[src/rtl/ifp_pkg.sv]
package ifp_pkg;

    localparam int unsigned XLEN = 32;

    typedef logic [XLEN-1:0] word_t;

    // One buffered fetch result: where it came from and what came back
    typedef struct packed {
        word_t pc;
        word_t insn;
    } fetch_entry_t;

    typedef enum logic {
        FETCH_IDLE = 1'b0,
        FETCH_RUN  = 1'b1
    } fetch_state_e;

    function automatic word_t word_align(input word_t a);
        return {a[XLEN-1:2], 2'b00};
    endfunction

    function automatic word_t next_word(input word_t a);
        return a + word_t'(4);
    endfunction

endpackage

[src/rtl/ifp_addr_gen.sv]
module ifp_addr_gen
    import ifp_pkg::*;
#(
    parameter int unsigned DEPTH   = 4,
    parameter int unsigned MAX_OUT = 2,
    parameter int unsigned CNT_W   = 3
) (
    input  logic             clk,
    input  logic             rst,
    input  logic             redir_valid_i,
    input  word_t            redir_addr_i,
    input  logic             gnt_i,
    input  logic [CNT_W-1:0] out_cnt_i,
    input  logic [CNT_W-1:0] fifo_cnt_i,
    output logic             req_o,
    output word_t            addr_o
);

    localparam logic [CNT_W:0]   DEPTH_W = (CNT_W + 1)'(DEPTH);
    localparam logic [CNT_W-1:0] OUT_CAP = CNT_W'(MAX_OUT);

    fetch_state_e   state_q;
    word_t          addr_q;
    logic [CNT_W:0] slots_used;
    logic           room;

    // Space is reserved for every granted read before it is issued
    always_comb begin
        slots_used = {1'b0, out_cnt_i} + {1'b0, fifo_cnt_i};
        room       = (out_cnt_i < OUT_CAP) && (slots_used < DEPTH_W);
        req_o      = (state_q == FETCH_RUN) && room;
        addr_o     = addr_q;
    end

    always_ff @(posedge clk) begin
        if (rst) begin
            state_q <= FETCH_IDLE;
            addr_q  <= '0;
        end else if (redir_valid_i) begin
            state_q <= FETCH_RUN;
            addr_q  <= word_align(redir_addr_i);
        end else if (req_o && gnt_i) begin
            addr_q  <= next_word(addr_q);
        end
    end

    assert_req_hold_R2: assert property (@(posedge clk) disable iff (rst)
        (req_o && !gnt_i) |=> req_o)
        else $error("request dropped before grant");

    assert_addr_hold_R2: assert property (@(posedge clk) disable iff (rst)
        (req_o && !gnt_i && !redir_valid_i) |=> $stable(addr_o))
        else $error("address moved while waiting for grant");

endmodule

[src/rtl/ifp_tracker.sv]
module ifp_tracker
    import ifp_pkg::*;
#(
    parameter int unsigned MAX_OUT = 2,
    parameter int unsigned CNT_W   = 3
) (
    input  logic             clk,
    input  logic             rst,
    input  logic             grant_i,
    input  word_t            grant_addr_i,
    input  logic             rvalid_i,
    input  logic             flush_i,
    output logic [CNT_W-1:0] out_cnt_o,
    output logic             resp_live_o,
    output word_t            resp_pc_o
);

    localparam int unsigned PTR_W = (MAX_OUT > 1) ? $clog2(MAX_OUT) : 1;
    localparam logic [PTR_W-1:0] LAST_PTR = PTR_W'(MAX_OUT - 1);

    word_t            tag_q [MAX_OUT];
    logic [PTR_W-1:0] wr_q, rd_q;
    logic [CNT_W-1:0] out_q, out_d, stale_q;

    function automatic logic [PTR_W-1:0] ptr_step(input logic [PTR_W-1:0] p);
        return (p == LAST_PTR) ? '0 : p + PTR_W'(1);
    endfunction

    // Reads complete in grant order; stale ones are always the oldest
    always_comb begin
        out_d       = out_q + CNT_W'(grant_i) - CNT_W'(rvalid_i);
        resp_live_o = rvalid_i && (stale_q == '0) && !flush_i;
        resp_pc_o   = tag_q[rd_q];
        out_cnt_o   = out_q;
    end

    for (genvar g = 0; g < MAX_OUT; g++) begin : g_tag
        always_ff @(posedge clk) begin
            if (grant_i && (wr_q == PTR_W'(g))) begin
                tag_q[g] <= grant_addr_i;
            end
        end
    end

    always_ff @(posedge clk) begin
        if (rst) begin
            wr_q    <= '0;
            rd_q    <= '0;
            out_q   <= '0;
            stale_q <= '0;
        end else begin
            if (grant_i)  wr_q <= ptr_step(wr_q);
            if (rvalid_i) rd_q <= ptr_step(rd_q);
            out_q <= out_d;
            if (flush_i) begin
                stale_q <= out_d;
            end else if (rvalid_i && (stale_q != '0)) begin
                stale_q <= stale_q - CNT_W'(1);
            end
        end
    end

    assert_outstanding_cap_R4: assert property (@(posedge clk) disable iff (rst)
        out_q <= CNT_W'(MAX_OUT))
        else $error("too many reads outstanding");

    assert_resp_owned_R5: assert property (@(posedge clk) disable iff (rst)
        rvalid_i |-> (out_q != '0))
        else $error("response without a granted read");

    assert_stale_bound_R7: assert property (@(posedge clk) disable iff (rst)
        stale_q <= out_q)
        else $error("stale count exceeds outstanding reads");

endmodule

[src/rtl/ifp_fifo.sv]
module ifp_fifo
    import ifp_pkg::*;
#(
    parameter int unsigned DEPTH = 4,
    parameter int unsigned CNT_W = 3
) (
    input  logic             clk,
    input  logic             rst,
    input  logic             flush_i,
    input  logic             push_i,
    input  fetch_entry_t     push_data_i,
    input  logic             pop_i,
    output fetch_entry_t     head_o,
    output logic [CNT_W-1:0] count_o,
    output logic             nonempty_o
);

    localparam int unsigned PTR_W = (DEPTH > 1) ? $clog2(DEPTH) : 1;
    localparam logic [PTR_W-1:0] LAST_PTR = PTR_W'(DEPTH - 1);
    localparam logic [CNT_W-1:0] FULL_CNT = CNT_W'(DEPTH);

    fetch_entry_t     slot_q [DEPTH];
    logic [PTR_W-1:0] wr_q, rd_q;
    logic [CNT_W-1:0] count_q;

    function automatic logic [PTR_W-1:0] ptr_step(input logic [PTR_W-1:0] p);
        return (p == LAST_PTR) ? '0 : p + PTR_W'(1);
    endfunction

    always_comb begin
        head_o     = slot_q[rd_q];
        count_o    = count_q;
        nonempty_o = (count_q != '0);
    end

    for (genvar s = 0; s < DEPTH; s++) begin : g_slot
        always_ff @(posedge clk) begin
            if (push_i && (wr_q == PTR_W'(s))) begin
                slot_q[s] <= push_data_i;
            end
        end
    end

    always_ff @(posedge clk) begin
        if (rst || flush_i) begin
            wr_q    <= '0;
            rd_q    <= '0;
            count_q <= '0;
        end else begin
            if (push_i) wr_q <= ptr_step(wr_q);
            if (pop_i)  rd_q <= ptr_step(rd_q);
            count_q <= count_q + CNT_W'(push_i) - CNT_W'(pop_i);
        end
    end

    assert_no_overflow_R4: assert property (@(posedge clk) disable iff (rst)
        (push_i && !flush_i) |-> ((count_q < FULL_CNT) || pop_i))
        else $error("push into a full buffer");

    assert_no_underflow_R9: assert property (@(posedge clk) disable iff (rst)
        pop_i |-> (count_q != '0))
        else $error("pop from an empty buffer");

endmodule

[src/rtl/ifetch_prefetch.sv]
module ifetch_prefetch
    import ifp_pkg::*;
#(
    parameter int unsigned DEPTH   = 4,
    parameter int unsigned MAX_OUT = 2
) (
    input  logic        clk,
    input  logic        rst,
    input  logic        redir_valid_i,
    input  logic [31:0] redir_addr_i,
    output logic        mem_req_o,
    output logic [31:0] mem_addr_o,
    input  logic        mem_gnt_i,
    input  logic        mem_rvalid_i,
    input  logic [31:0] mem_rdata_i,
    output logic        dec_valid_o,
    input  logic        dec_ready_i,
    output logic [31:0] dec_word_o,
    output logic [31:0] dec_pc_o
);

    localparam int unsigned CNT_W = $clog2(DEPTH + 1);
    localparam logic [CNT_W:0] DEPTH_W = (CNT_W + 1)'(DEPTH);

    logic             grant;
    logic [CNT_W-1:0] out_cnt;
    logic [CNT_W-1:0] fifo_cnt;
    logic             resp_live;
    word_t            resp_pc;
    fetch_entry_t     push_entry;
    fetch_entry_t     head;
    logic             fifo_nonempty;
    logic             pop;

    always_comb begin
        grant      = mem_req_o && mem_gnt_i;
        push_entry = '{pc: resp_pc, insn: mem_rdata_i};
        // Nothing is handed over while a redirect empties the buffer
        dec_valid_o = fifo_nonempty && !redir_valid_i;
        pop         = dec_valid_o && dec_ready_i;
        dec_word_o  = head.insn;
        dec_pc_o    = head.pc;
    end

    ifp_addr_gen #(
        .DEPTH   (DEPTH),
        .MAX_OUT (MAX_OUT),
        .CNT_W   (CNT_W)
    ) addr_gen_i (
        .clk           (clk),
        .rst           (rst),
        .redir_valid_i (redir_valid_i),
        .redir_addr_i  (redir_addr_i),
        .gnt_i         (mem_gnt_i),
        .out_cnt_i     (out_cnt),
        .fifo_cnt_i    (fifo_cnt),
        .req_o         (mem_req_o),
        .addr_o        (mem_addr_o)
    );

    ifp_tracker #(
        .MAX_OUT (MAX_OUT),
        .CNT_W   (CNT_W)
    ) tracker_i (
        .clk          (clk),
        .rst          (rst),
        .grant_i      (grant),
        .grant_addr_i (mem_addr_o),
        .rvalid_i     (mem_rvalid_i),
        .flush_i      (redir_valid_i),
        .out_cnt_o    (out_cnt),
        .resp_live_o  (resp_live),
        .resp_pc_o    (resp_pc)
    );

    ifp_fifo #(
        .DEPTH (DEPTH),
        .CNT_W (CNT_W)
    ) fifo_i (
        .clk         (clk),
        .rst         (rst),
        .flush_i     (redir_valid_i),
        .push_i      (resp_live),
        .push_data_i (push_entry),
        .pop_i       (pop),
        .head_o      (head),
        .count_o     (fifo_cnt),
        .nonempty_o  (fifo_nonempty)
    );

    assert_budget_R4: assert property (@(posedge clk) disable iff (rst)
        ({1'b0, out_cnt} + {1'b0, fifo_cnt}) <= DEPTH_W)
        else $error("outstanding plus buffered exceeds depth");

    assert_flush_empty_R7: assert property (@(posedge clk) disable iff (rst)
        redir_valid_i |=> (fifo_cnt == '0))
        else $error("buffer not empty after redirect");

    assert_hold_head_R10: assert property (@(posedge clk) disable iff (rst)
        (dec_valid_o && !dec_ready_i && !redir_valid_i)
            |=> (fifo_nonempty && $stable(dec_pc_o) && $stable(dec_word_o)))
        else $error("offered word changed while decode stalled");

endmodule

[config.mk]
export PLATFORM = sky130hd
export DESIGN_NAME = ifetch_prefetch
export DESIGN_NICKNAME = d
export VERILOG_FILES = /design/src/rtl/ifp_pkg.sv /design/src/rtl/ifp_addr_gen.sv /design/src/rtl/ifp_tracker.sv /design/src/rtl/ifp_fifo.sv /design/src/rtl/ifetch_prefetch.sv
export SDC_FILE = /design/constraint.sdc
export NUM_CORES = 1
export LEC_CHECK = 0
export BUFFER_PORTS_ARGS = -buffer_cell sky130_fd_sc_hd__buf_2
export CAP_MARGIN = 20
export CORE_MARGIN = 3
export CORE_UTILIZATION = 60
export CTS_BUF_LIST = sky130_fd_sc_hd__clkbuf_2
export DETAILED_ROUTE_END_ITERATION = 6
export GPL_ROUTABILITY_DRIVEN = 0
export PLACE_DENSITY = 0.82
export SLEW_MARGIN = 15
export SYNTH_ARGS = -nofsm -noshare
export SYNTH_HDL_FRONTEND = slang
export SYNTH_SLANG_ARGS = --single-unit
[constraint.sdc]
create_clock -name clk -period 3.9 [get_ports clk]
set_clock_uncertainty 0.1 [all_clocks]
set_input_delay 0 -clock clk [delete_from_list [all_inputs] [get_ports clk]]
set_output_delay 0 -clock clk [all_outputs]
set_load 0.02 [all_outputs]
### Word-level counts from Yosys, hierarchy flattened

Memories as Yosys holds them, arrays and structs flattened. A register that Yosys moved wholly into a read port is not among the register bits.
Cells that the tools add are included.

* divide/modulo/power cells: 0
* order comparisons: 2
* shift-type cells: 0
* bitwise operators: 1
* reductions and logical operators: 27
* $mul: 0
* equal/unequal tests: 4
* $add $sub $neg: 11
* multiplexer cells: 36

Operators with widths (count)
* $mux W64: 3
* $reduce_or A64 Y1: 3
* $mux W32: 3
* $add A32 B3 Y32 const B: 1
* $reduce_or A32 Y1: 1
* $mux W1: 21
* $logic_and A1 B1 Y1: 14
* $mux W2: 7
* $add A3 B1 Y3: 2
* $eq A2 B2 Y1 const B: 3
* $mux W3: 2
* $reduce_bool A3 Y1: 2
* $sub A3 B1 Y3: 2
* $add A2 B1 Y2 const B: 2
* $add A3 B3 Y4: 1
* $lt A4 B3 Y1 const B: 1
* $reduce_bool A2 Y1: 2
* $logic_not A3 Y1: 1
* $lt A3 B2 Y1 const B: 1
* $sub A3 B1 Y3 const B: 1
* $add A1 B1 Y1 const B: 2
* $eq A2 B1 Y1 const B: 1
* $logic_not A2 Y1: 1
* $reduce_or A2 Y1: 1
* other kinds (3): 3

* flip-flop bits (word level): 48
* bits in writable memories: 320
* latch bits: 0
* word-level logic and storage cells: 93
* output and inout port bits: 98
* memories kept: 2
* input port bits: 70
* bits in read-only memories: 0

Memory list
* fifo_i.slot_q: depth 4, width 64, rd ports 1, clocked after Yosys merged registers in 1, wr ports 1, line ifp_fifo.sv:22 `fetch_entry_t slot_q [DEPTH];`
* tracker_i.tag_q: depth 2, width 32, rd ports 1, clocked after Yosys merged registers in 1, wr ports 1, line ifp_tracker.sv:21 `word_t tag_q [MAX_OUT];`

### Logic depth before layout (Yosys ltp)

Gate-level depths: netlist (run 1).

* depth after elaboration: 10
* mapped depth: 12
* mapped depth without buffers: 12

### Hierarchy

A second synthesis (run 1) with hierarchy kept.

* cell total of the unflattened synthesis: 771
* area, all modules: 14507.7 um^2

Modules (own cells, without submodules)
* ifp_fifo: times used 1, area each 9771.9 um^2, sequential area each 7867.5 um^2, cells an instance 380
* ifp_tracker: times used 1, area each 2800.2 um^2, sequential area each 2102.0 um^2, cells an instance 148
* ifp_addr_gen: times used 1, area each 1914.3 um^2, sequential area each 620.6 um^2, cells an instance 240
* ifetch_prefetch: times used 1, area each 21.3 um^2, sequential area each 0.0 um^2, cells an instance 3

### Worst setup path after synthesis (run 1)

Ideal clock, no wire load.

* kind: reg2reg
* from: register fifo_i.count_q[2], in the netlist fifo_i.count_o[2]
* to: memory tracker_i.tag_q[0][10] in the netlist's numbering (enable)
* period minus slack after synthesis: 2.974 ns
* data required time: 3.383 ns
* buffers on the path: 1
* data arrival time: 2.457 ns
* setup time: 0.417 ns
* path slack: 0.926 ns
* stages on the path, launching flop included: 6
* cells stage by stage: dfxtp_1 ha_1 nor2_1 nand4_1 clkbuf_1 nor2_1

* longest elaborated chain between the ends: 10
* elaborated cells between the ends (all ways): 14
* classes of those cells: 1 x add/sub; 1 x order compare; 6 x mux; 6 x reduce/logical

RTL lines
* start, declared: line ifp_fifo.sv:24 `logic [CNT_W-1:0] count_q;`
* start signal, assigned: line ifp_fifo.sv:52 `count_q <= count_q + CNT_W'(push_i) - CNT_W'(pop_i);`
* $add A3 B3 Y4 (*): line ifp_addr_gen.sv:29 `slots_used = {1'b0, out_cnt_i} + {1'b0, fifo_cnt_i};`
* $lt A4 B3 Y1 (*): line ifp_addr_gen.sv:30 `room = (out_cnt_i < OUT_CAP) && (slots_used < DEPTH_W);`
* $logic_and A1 B1 Y1 (*): line ifp_addr_gen.sv:30
* $logic_and A1 B1 Y1 (*): line ifp_addr_gen.sv:31 `req_o = (state_q == FETCH_RUN) && room;`
* $logic_and A1 B1 Y1 (*): line ifetch_prefetch.sv:36 `grant = mem_req_o && mem_gnt_i;`
* $logic_and A1 B1 Y1: line ifp_tracker.sv:39 `if (grant_i && (wr_q == PTR_W'(g))) begin`
* $mux W1: line ifp_tracker.sv:39
* $mux W1 (not written as such): line ifp_tracker.sv:40 `tag_q[g] <= grant_addr_i;`
* $reduce_or A32 Y1 (no source line)
* $mux W1 (no source line)
* end, declared: line ifp_tracker.sv:21

Every way passes the cells marked *; elsewhere a longest branch is shown, timed or not.

### Worst setup path in the final report (run 1)

* from: register fifo_i.count_q[2], in the netlist fifo_i.count_o[2]
* to: register tracker_i.stale_q[1]

* longest elaborated chain between the ends: 8

RTL lines
* $add A3 B3 Y4: line ifp_addr_gen.sv:29
* $lt A4 B3 Y1: line ifp_addr_gen.sv:30
* $logic_and A1 B1 Y1: line ifp_addr_gen.sv:30
* $logic_and A1 B1 Y1: line ifp_addr_gen.sv:31
* $logic_and A1 B1 Y1: line ifetch_prefetch.sv:36
* $add A3 B1 Y3: line ifp_tracker.sv:31 `out_d = out_q + CNT_W'(grant_i) - CNT_W'(rvalid_i);`
* $sub A3 B1 Y3: line ifp_tracker.sv:31
* net tracker_i.out_d[1]: line ifp_tracker.sv:23 `logic [CNT_W-1:0] out_q, out_d, stale_q;`
* $mux W3: line ifp_tracker.sv:55 `if (flush_i) begin`
* end signal, assigned: line ifp_tracker.sv:56 `stale_q <= out_d;`
* end signal, assigned: line ifp_tracker.sv:58 `stale_q <= stale_q - CNT_W'(1);`
* end, declared: line ifp_tracker.sv:23

The timed path passes the listed nets, and every way through them passes these cells.
A chain may end at the register's enable or synchronous reset.

==> flow_metrics.env, run 1 <==
export IMPL_syn_cell_area_sq_um=14100
export IMPL_design_area_sq_um=17700
export IMPL_clk_latency_ns=0.83
export IMPL_place_port_buffers=161
export IMPL_synthArstFlopShare_pct=0
export IMPL_hpwl_um=17300
export IMPL_htree_levels=3
export IMPL_cp_slowest_cell="dlygate4sd3_1"
export IMPL_path_max_fanout=9
export IMPL_timing_critical_path_buf_inv=3
export IMPL_wl_per_cell_um=21.0
export IMPL_ctsResizeCount=0
export IMPL_power_density_nw_per_um2=433
export IMPL_vias=8951
export IMPL_tns_ns=0
export IMPL_grt_max_degree=53
export IMPL_critical_path_class="reg2reg"
export IMPL_rsz0062_at_grt="no"
export IMPL_area_growth_pct=25.8
export IMPL_globalRoute_totalOverflow=0
export IMPL_via_per_inst=5.78
export IMPL_drc=0
export IMPL_synth_edf_count=308
export IMPL_ys_types=52
export IMPL_postSynthCellCount=783
export IMPL_start_util_pct=61.5
export IMPL_status="complete, no violations"
export IMPL_relSlewSlack_pct=29.7
export IMPL_maxSlewViolCount=0
export IMPL_final_antenna_net_count=0
export IMPL_crit_arrival_ns=4.02
export IMPL_cts_buffers=85
export IMPL_path_clk_slew_ns=0.10
export IMPL_grt_usage_pct=25.9
export IMPL_ys_seq_area_share_pct=72.8
export IMPL_yosys_warnings=0
export IMPL_crit_family="buffers and inverters"
export IMPL_critPathMaxStageDelay_ns=0.59
export IMPL_die_area_sq_um=25300
export IMPL_tritoncts="done"
export IMPL_totalWireLength_um=32500
export IMPL_die_w_um=159
export IMPL_avgSynthCellArea_sq_um=17.9
export IMPL_cts_sink_count=357
export IMPL_placed_area_sq_um=15200
export IMPL_drive_gt1_share_pct=33.4
export IMPL_period_minus_slack_ns=3.40
export IMPL_dieHeight_um=159
export IMPL_io_pins=168
export IMPL_cp_start_kind="flop"
export IMPL_finalNetCount=1256
export IMPL_cp_required_ns=4.51
export IMPL_cts_buffer_depth=3
export IMPL_ys_ff_latch=357
export IMPL_worst_slew_pin_slew_ns=1.05
export IMPL_dr_pass1_iters=5
export IMPL_fin_crit_sh_pct=87.3
export IMPL_clock_fmax_ghz=0.294
export IMPL_coreArea_sq_um=22800
export IMPL_ys_flop_type="edfxtp_1"
export IMPL_core_rowCount=55
export IMPL_maxCapViolCount=0
export IMPL_hold_violations=0
export IMPL_ir_drop_mv=0.184
export IMPL_path_cells="ha_1, nor2_1, nand4_1, inv_2, ha_1, fa_1, nand2_1, dlygate4sd3_1, a21oi_1, dlygate4sd3_1"
export IMPL_first_iter_violations=714
export IMPL_grt_pass1_wl_um=51200
export IMPL_first_global_vias=9374
export IMPL_leakagePower_nw=6.34
export IMPL_holdCritPathClass="in2reg"
export IMPL_final_setup_viol_count=0
export IMPL_setup_worst_path_end_class="flop"
export IMPL_cts_root_buf="clkbuf_2"
export IMPL_antenna_found_initial=3
-- cells by family (layout without fill, tap and decap cells) --
| logic type | after synthesis | after routing | share of synthesized area [%] |
|---|---|---|---|
| DFF | 357 | 357 | 72.8 |
| and+or+nand+nor | 166 | 166 | 6.22 |
| other | 1 | 7 | 0.0267 |
| xor gates and xnor gates | 8 | 8 | 0.499 |
| AOI/OAI and AO/OA | 71 | 71 | 4.18 |
| adders and majority gates | 17 | 17 | 1.62 |
| buffers and inverters | 68 | 515 | 2.10 |
| muxes | 95 | 95 | 12.6 |
-- worst reg2reg max path, stage by stage, from the launching register on --
cell	delay (ns)
dfxtp_1	0.35
ha_1	0.29
nor2_1	0.22
nand4_1	0.22
inv_2	0.23
ha_1	0.19
fa_1	0.43
nand2_1	0.07
dlygate4sd3_1	0.55
a21oi_1	0.06
dlygate4sd3_1	0.59
-- cell usage in the layout, fill, tap and decap left out, drive strengths merged, types with 7 or more instances in the layout --
cell type and n:
and4 7, o21ai 7, nor2 47, o31ai 11, nand3 15, nand2 26, clkinv 18, and3 9
dlygate4sd3 167, nor4 12, a311oi 9, nand4 13, xnor2 7, mux2 30, inv 23, clkbuf 129
edfxtp 308, buf 175, ha 15, nor2b 11, dfxtp 49, a2111oi 8, mux4 62, o41a 7
-- layout make-up --
type | instances | area [sq um]
diodes | 3 | 7.51
well taps | 313 | 392
multi-input cells | 361 | 3550
repair buffers | 342 | 2650
inverters | 22 | 82.6
fillers | 1254 | 5170
clock buffers | 129 | 646
clock inverters | 22 | 123
flip-flops and latches | 357 | 10200
-- registers in the layout, indices dropped and copies added (netlist names), named ones only --
signal               flops
tracker_i.wr_q           1
tracker_i.tag_q         60
fifo_i.slot_q          248
fifo_i.rd_q              2
tracker_i.rd_q           1
addr_gen_i.state_q       1
addr_gen_i.addr_o       30
fifo_i.count_o           3
tracker_i.stale_q        3
tracker_i.out_cnt_o      3
fifo_i.wr_q              2
-- routing by layer --
metal	track usage, %	routed length (um)
met5	0	0
met4	10.4	1000
met3	5.59	2310
met2	43.4	16600
met1	33.4	12600
-- stage by stage --
stage / hold WS [ns] / util (%) / std cells / power, mW / worst slack, ns
after detailed placement: 0.121 / 66.6 / 1226 / 5.21 / 1.24
after CTS: 0.0117 / 77.3 / 1544 / 7.67 / 0.159
after global placement: 0.114 / 66.6 / 1226 / 5.18 / 1.27
final: 0.125 / 77.4 / 1549 / 7.65 / 0.497
after floorplan: -0.00113 / - / 786 / 4.95 / 0.926
after global routing: 0.104 / 77.4 / 1549 / 8.01 / 0.360
-- Yosys cell counts, types with 3 or more instances --
| cell type | n | area [sq um] |
|---|---|---|
| nor4_1 | 12 | 75.1 |
| o41a_1 | 7 | 78.8 |
| edfxtp_1 | 308 | 9250 |
| o31ai_1 | 11 | 82.6 |
| a21oi_1 | 5 | 25.0 |
| a2111oi_0 | 5 | 43.8 |
| mux2_2 | 30 | 338 |
| a211oi_1 | 6 | 45.0 |
| buf_4 | 6 | 45.0 |
| a311oi_1 | 9 | 78.8 |
| inv_1 | 20 | 75.1 |
| buf_2 | 8 | 40.0 |
| nand3_1 | 15 | 75.1 |
| or3_1 | 3 | 18.8 |
| clkbuf_1 | 28 | 105 |
| nand2_1 | 26 | 97.6 |
| o311a_1 | 3 | 30.0 |
| nor2b_1 | 11 | 68.8 |
| mux4_2 | 62 | 1400 |
| mux2i_1 | 3 | 30.0 |
| and4_1 | 7 | 61.3 |
| nand4_1 | 12 | 75.1 |
| nor3_1 | 6 | 30.0 |
| o21a_1 | 3 | 22.5 |
| and2_1 | 6 | 37.5 |
| and3_1 | 9 | 56.3 |
| ha_1 | 15 | 188 |
| or4_1 | 5 | 37.5 |
| dfxtp_1 | 49 | 981 |
| buf_1 | 3 | 11.3 |
| xnor2_1 | 7 | 61.3 |
| a2111oi_1 | 3 | 30.0 |
| nor2_1 | 47 | 176 |
| o21ai_0 | 7 | 35.0 |
-- final timing paths --
| path | from | end | slack, ns | depth (start not counted) |
|---|---|---|---|---|
| worst max-delay path | fifo_i.count_o[2] | tracker_i.stale_q[1] | 0.50 | 10 |
| worst min-delay path | mem_rvalid_i | tracker_i.stale_q[0] | 0.12 | 5 |
| worst max register to register | fifo_i.count_o[2] | tracker_i.stale_q[1] | 0.50 | 10 |
| worst min register to register | addr_gen_i.state_q | addr_gen_i.state_q | 0.39 | 2 |
-- repair_timing --
item,CTS,global route
endpoints found under the hold margin,187,0
hold buffers,167,0
endpoints found under the setup margin,0,1
setup buffers,0,2
-- where the power goes --
part / internal [mW] / total, mW / leakage, nW / switching [mW]
sequential: 4.33 / 4.43 / 3.20 / 0.103
combinational: 0.399 / 0.869 / 2.56 / 0.470
clock: 0.942 / 2.35 / 0.588 / 1.41
total: 5.67 / 7.65 / 6.34 / 1.98
(Power assumes the default switching activity.)
==> run 2: changes to the inputs <==
- PLACE_DENSITY: 0.82 -> not set
- PLACE_DENSITY_LB_ADDON: not set -> 0.25
==> flow_metrics.env, run 2 (synthesized netlist as in run 1, its figures left out) <==
export IMPL_status="complete, no violations"
export IMPL_finalNetCount=1262
export IMPL_crit_arrival_ns=3.82
export IMPL_cts_buffers=84
export IMPL_htree_levels=3
export IMPL_maxSlewViolCount=0
export IMPL_vias=8997
export IMPL_area_growth_pct=26.4
export IMPL_leakagePower_nw=6.40
export IMPL_cts_sink_count=357
export IMPL_reg2reg_to="addr_gen_i.addr_o[24]"
export IMPL_critPathMaxStageDelay_ns=0.61
export IMPL_fin_crit_sh_pct=80.6
export IMPL_period_minus_slack_ns=3.14
export IMPL_power_density_nw_per_um2=435
export IMPL_r2r_slack_ns=0.76
export IMPL_final_cells=1555
export IMPL_drive_gt1_share_pct=33.0
export IMPL_clk_latency_ns=0.83
export IMPL_maxCapViolCount=0
export IMPL_ctsResizeCount=0
export IMPL_rsz0062_at_grt="no"
export IMPL_final_setup_viol_count=0
export IMPL_grt_usage_pct=25.8
export IMPL_regMostFlops="fifo_i.slot_q"
export IMPL_hold_violations=0
export IMPL_reg2reg_from="addr_gen_i.addr_o[5]"
export IMPL_start_util_pct=61.5
export IMPL_cts_buffer_depth=3
export IMPL_clock_power_share_pct=31.3
export IMPL_p_seq_share_pct=57.3
export IMPL_worst_slew_pin_slew_ns=1.01
export IMPL_first_iter_violations=660
export IMPL_antenna_found_initial=1
export IMPL_die_area_sq_um=25300
export IMPL_largest_reg_flops=248
export IMPL_comb_power_share_pct=11.4
export IMPL_cp_slowest_cell="dlygate4sd3_1"
export IMPL_final_common_cell="edfxtp_1"
export IMPL_tritoncts="done"
export IMPL_reg2regPathDepth=5
export IMPL_die_w_um=159
export IMPL_path_clk_slew_ns=0.11
export IMPL_holdCritPathClass="in2reg"
export IMPL_cts_root_buf="clkbuf_2"
export IMPL_tns_ns=0
export IMPL_place_port_buffers=161
export IMPL_clock_fmax_ghz=0.318
export IMPL_timing_critical_path_to="addr_gen_i.addr_o[24]"
export IMPL_placedCellCount=1221
export IMPL_relSlewSlack_pct=33.0
export IMPL_ir_drop_mv=0.240
export IMPL_grt_pass1_wl_um=51200
export IMPL_layout_common_cells="edfxtp_1, dlygate4sd3_1, buf_2, clkbuf_2, mux4_2"
export IMPL_coreArea_sq_um=22800
export IMPL_core_rowCount=55
export IMPL_cp_required_ns=4.58
export IMPL_hpwl_um=16400
export IMPL_wl_per_cell_um=20.9
export IMPL_first_global_vias=9495
export IMPL_drc=0
export IMPL_worstSetupStartpoint="addr_gen_i.addr_o[5]"
export IMPL_final_antenna_net_count=0
export IMPL_cp_start_kind="flop"
export IMPL_path_max_fanout=12
export IMPL_path_cells="and4_1, nand2_1, o41a_1, a2111oi_1, dlygate4sd3_1"
export IMPL_globalRoute_totalOverflow=0
export IMPL_grt_max_degree=63
export IMPL_setup_worst_path_end_class="flop"
export IMPL_critical_path_class="reg2reg"
export IMPL_via_per_inst=5.79
export IMPL_dr_pass1_iters=5
export IMPL_p_sw_share_pct=25.5
export IMPL_totalWireLength_um=32500
export IMPL_dieHeight_um=159
export IMPL_io_pins=168
export IMPL_switchingPower_mw=1.97
export IMPL_p_int_mw=5.75
[run 2: power by group through the flow]
stage | clock, mW | combinational (mW) | sequential, mW
finish | 2.42 | 0.880 | 4.42
global route | 2.69 | 0.947 | 4.44
CTS | 2.48 | 0.853 | 4.42
detailed placement | 0 | 0.702 | 4.51
global placement | 0 | 0.690 | 4.50
floorplan | 0 | 0.446 | 4.50
[run 2: worst min-delay path by stage]
stage / endpoint / depth (start not counted) / startpoint
after CTS: tracker_i.stale_q[1] / 5 / mem_rvalid_i
after detailed placement: fifo_i.slot_q[2][18] / 1 / mem_rdata_i[18]
after floorplan: fifo_i.slot_q[0][0] / 0 / mem_rdata_i[0]
after global routing: tracker_i.stale_q[1] / 5 / mem_rvalid_i
final: tracker_i.stale_q[1] / 5 / mem_rvalid_i
after global placement: fifo_i.slot_q[1][12] / 1 / mem_rdata_i[12]
[run 2: what timing repair did]
item,in CTS,in global routing
endpoints found under the hold margin,207,0
hold buffers,181,0
buffers inserted,0,0
endpoints found under the setup margin,0,0
[run 2: final cells by class]
cell class,count,area [sq um]
multi-input cells,361,3550
repair buffers,349,2710
well taps,313,392
clock buffers,133,666
flip-flops and latches,357,10200
fillers,1309,5080
inverters,22,82.6
clock inverters,18,125
diodes,2,5.00
[run 2: per-stage QoR]
| step | total power [mW] | worst slack [ns] | instance area, sq um | util, % | hold slack [ns] |
|---|---|---|---|---|---|
| 6_report | 7.72 | 0.758 | 17800 | 77.8 | 0.132 |
| 5_1_grt | 8.08 | 0.592 | 17800 | 77.7 | 0.115 |
| 4_1_cts | 7.75 | 0.862 | 17800 | 77.7 | 0.0285 |
| 3_5_place_dp | 5.21 | 1.27 | 15200 | 66.3 | 0.118 |
| 3_3_place_gp | 5.19 | 1.36 | 15200 | 66.3 | 0.115 |
| 2_1_floorplan | 4.95 | 0.926 | 14100 | - | -0.00113 |
[run 2: metal layers]
| metal | vias to the layer above | part of all wire, % | track usage [%] | routed length, um |
|---|---|---|---|---|
| met5 | - | 0 | 0 | 0 |
| met4 | 0 | 3.1 | 11.3 | 998 |
| met3 | 86 | 6.6 | 5.36 | 2130 |
| met2 | 447 | 51 | 43.3 | 16500 |
| met1 | 4462 | 40 | 32.9 | 12800 |
| li1 | 4002 | - | - | - |
[run 2: critical path, delay by kind of cell (launching register included)]
family	cells	cell delay, ns
compound gates	2	0.84
flops	1	0.52
simple gates	2	1.04
buf+inv	1	0.61
==> run 3: changes to the inputs <==
- CORE_UTILIZATION: 60 -> 54
- clock period: 3.9 -> 2.7 ns (I/O delays scaled with it)
==> flow_metrics.env, run 3 (synthesized netlist as in run 1, its figures left out) <==
export IMPL_critical_path_class="reg2reg"
export IMPL_area_growth_pct=28.5
export IMPL_regArea_sq_um=10200
export IMPL_hold_violations=0
export IMPL_clock_power_share_pct=31.4
export IMPL_holdCritPathClass="in2reg"
export IMPL_hold_start="mem_rvalid_i"
export IMPL_status="complete, no violations"
export IMPL_drc=0
export IMPL_p_sw_share_pct=25.8
export IMPL_maxSlewViolCount=0
export IMPL_final_setup_viol_count=0
export IMPL_first_iter_violations=666
export IMPL_p_seq_share_pct=56.8
export IMPL_grt_usage_pct=22.5
export IMPL_setup_ws_ns=0.0711
export IMPL_dr_pass1_iters=5
export IMPL_tritoncts="done"
export IMPL_path_max_fanout=20
export IMPL_final_antenna_net_count=0
export IMPL_clock_fmax_ghz=0.380
export IMPL_grt_pass1_wl_um=50100
export IMPL_power_mw=11.2
export IMPL_final_common_cell="edfxtp_1"
export IMPL_comb_power_share_pct=11.8
export IMPL_die_area_sq_um=28000
export IMPL_hpwl_um=17700
export IMPL_core_rowCount=58
export IMPL_totalWireLength_um=31400
export IMPL_drive_gt1_share_pct=34.4
export IMPL_p_int_mw=8.33
export IMPL_cts_buffers=87
export IMPL_die_w_um=167
export IMPL_r2r_slack_ns=0.07
export IMPL_dieHeight_um=167
export IMPL_start_util_pct=55.3
export IMPL_maxCapViolCount=0
export IMPL_leakagePower_nw=6.51
export IMPL_period_minus_slack_ns=2.63
export IMPL_cts_root_buf="clkbuf_2"
export IMPL_globalRoute_totalOverflow=0
export IMPL_io_pins=168
export IMPL_rsz0062_at_grt="no"
export IMPL_largest_reg_flops=248
export IMPL_coreArea_sq_um=25400
export IMPL_regMostFlops="fifo_i.slot_q"
export IMPL_grt_max_degree=51
export IMPL_multi_input_area_sq_um=3570
export IMPL_path_clk_slew_ns=0.10
export IMPL_pre_cts_ws_ns=0.304
export IMPL_finalNetCount=1278
export IMPL_reg2reg_from="addr_gen_i.addr_o[12]"
export IMPL_power_density_nw_per_um2=621
export IMPL_worstSetupStartpoint="addr_gen_i.addr_o[12]"
export IMPL_cp_start_kind="flop"
export IMPL_place_port_buffers=161
export IMPL_layout_common_cells="edfxtp_1, dlygate4sd3_1, buf_2, clkbuf_2, mux4_2"
export IMPL_antenna_found_initial=1
export IMPL_crit_arrival_ns=3.30
export IMPL_ir_drop_mv=0.318
export IMPL_clk_latency_ns=0.85
export IMPL_setup_worst_path_end_class="flop"
export IMPL_cp_required_ns=3.37
export IMPL_wl_per_cell_um=19.7
export IMPL_switchingPower_mw=2.89
export IMPL_cts_buffer_depth=3
export IMPL_cts_sink_count=357
export IMPL_via_per_inst=5.52
export IMPL_htree_levels=3
export IMPL_vias=8795
export IMPL_worst_slew_pin_slew_ns=0.901
export IMPL_first_global_vias=9332
export IMPL_relSlewSlack_pct=39.8
export IMPL_fin_crit_sh_pct=97.4
export IMPL_tns_ns=0
export IMPL_fill_cells=1638
## run 3: cell types whose count changed in the layout (fill, tap and decap cells not counted), moves of 3 or more
cell and delta:
dfxtp_2 +4, dfxtp_1 -4, clkbuf_2 -5, dlygate4sd3_1 -7, buf_4 +8, and4_2 +3
clkinv_1 +12, buf_12 +10, and4_1 -3
## run 3: metrics by stage
step / util [%] / hold slack [ns] / instance area (sq um) / instances
global route: 71.1 / 0.0963 / 18100 / 1592
floorplan: - / -0.00113 / 14100 / 786
CTS: 70.9 / 0.0210 / 18000 / 1590
finish: 71.1 / 0.131 / 18100 / 1592
global placement: 60.8 / 0.116 / 15400 / 1256
detailed placement: 60.8 / 0.115 / 15400 / 1256
## run 3: what timing repair did
action                     in CTS  in global routing
hold endpoints to repair      362                  0
setup buffers                   0                  1
hold buffers                  175                  0
setup endpoints to repair       0                 20
resized for setup               0                 14
## run 3: cell type report
class	instances	area share, %
inverter	22	0.457
antenna	1	0.0139
multi-input combinational	361	19.8
tap	330	2.29
clock buffer	128	3.55
timing repair buffer	362	16.2
clock inverter	31	1.01
sequential	357	56.7
## run 3: per-layer routing
layer	track usage [%]	vias up	share of wire, %
met1	29.1	4338	40
met4	7.36	0	2.1
li1	-	4027	-
met5	0	-	0
met2	38.2	376	51
met3	5.12	54	6.8
## run 3: worst paths after layout
check                                to  cells past startpoint
setup / recovery  addr_gen_i.addr_o[31]                      5
hold / removal           fifo_i.wr_q[0]                      5
hold reg to reg      addr_gen_i.state_q                      2
setup reg to reg  addr_gen_i.addr_o[31]                      5
## run 3: worst max-delay path, stage by stage, from the launching register on
cell,delay (ns)
dfxtp_1,0.49
and4_2,0.38
nand4_4,0.31
o41a_1,0.51
a211oi_1,0.20
dlygate4sd3_1,0.59
## run 3: power by group through the flow
stage | registers (mW) | logic [mW] | clock network [mW]
floorplan | 6.50 | 0.645 | 0
global placement | 6.48 | 1.05 | 0
detailed placement | 6.49 | 1.07 | 0
CTS | 6.37 | 1.28 | 3.65
global route | 6.40 | 1.42 | 3.99
finish | 6.37 | 1.32 | 3.52
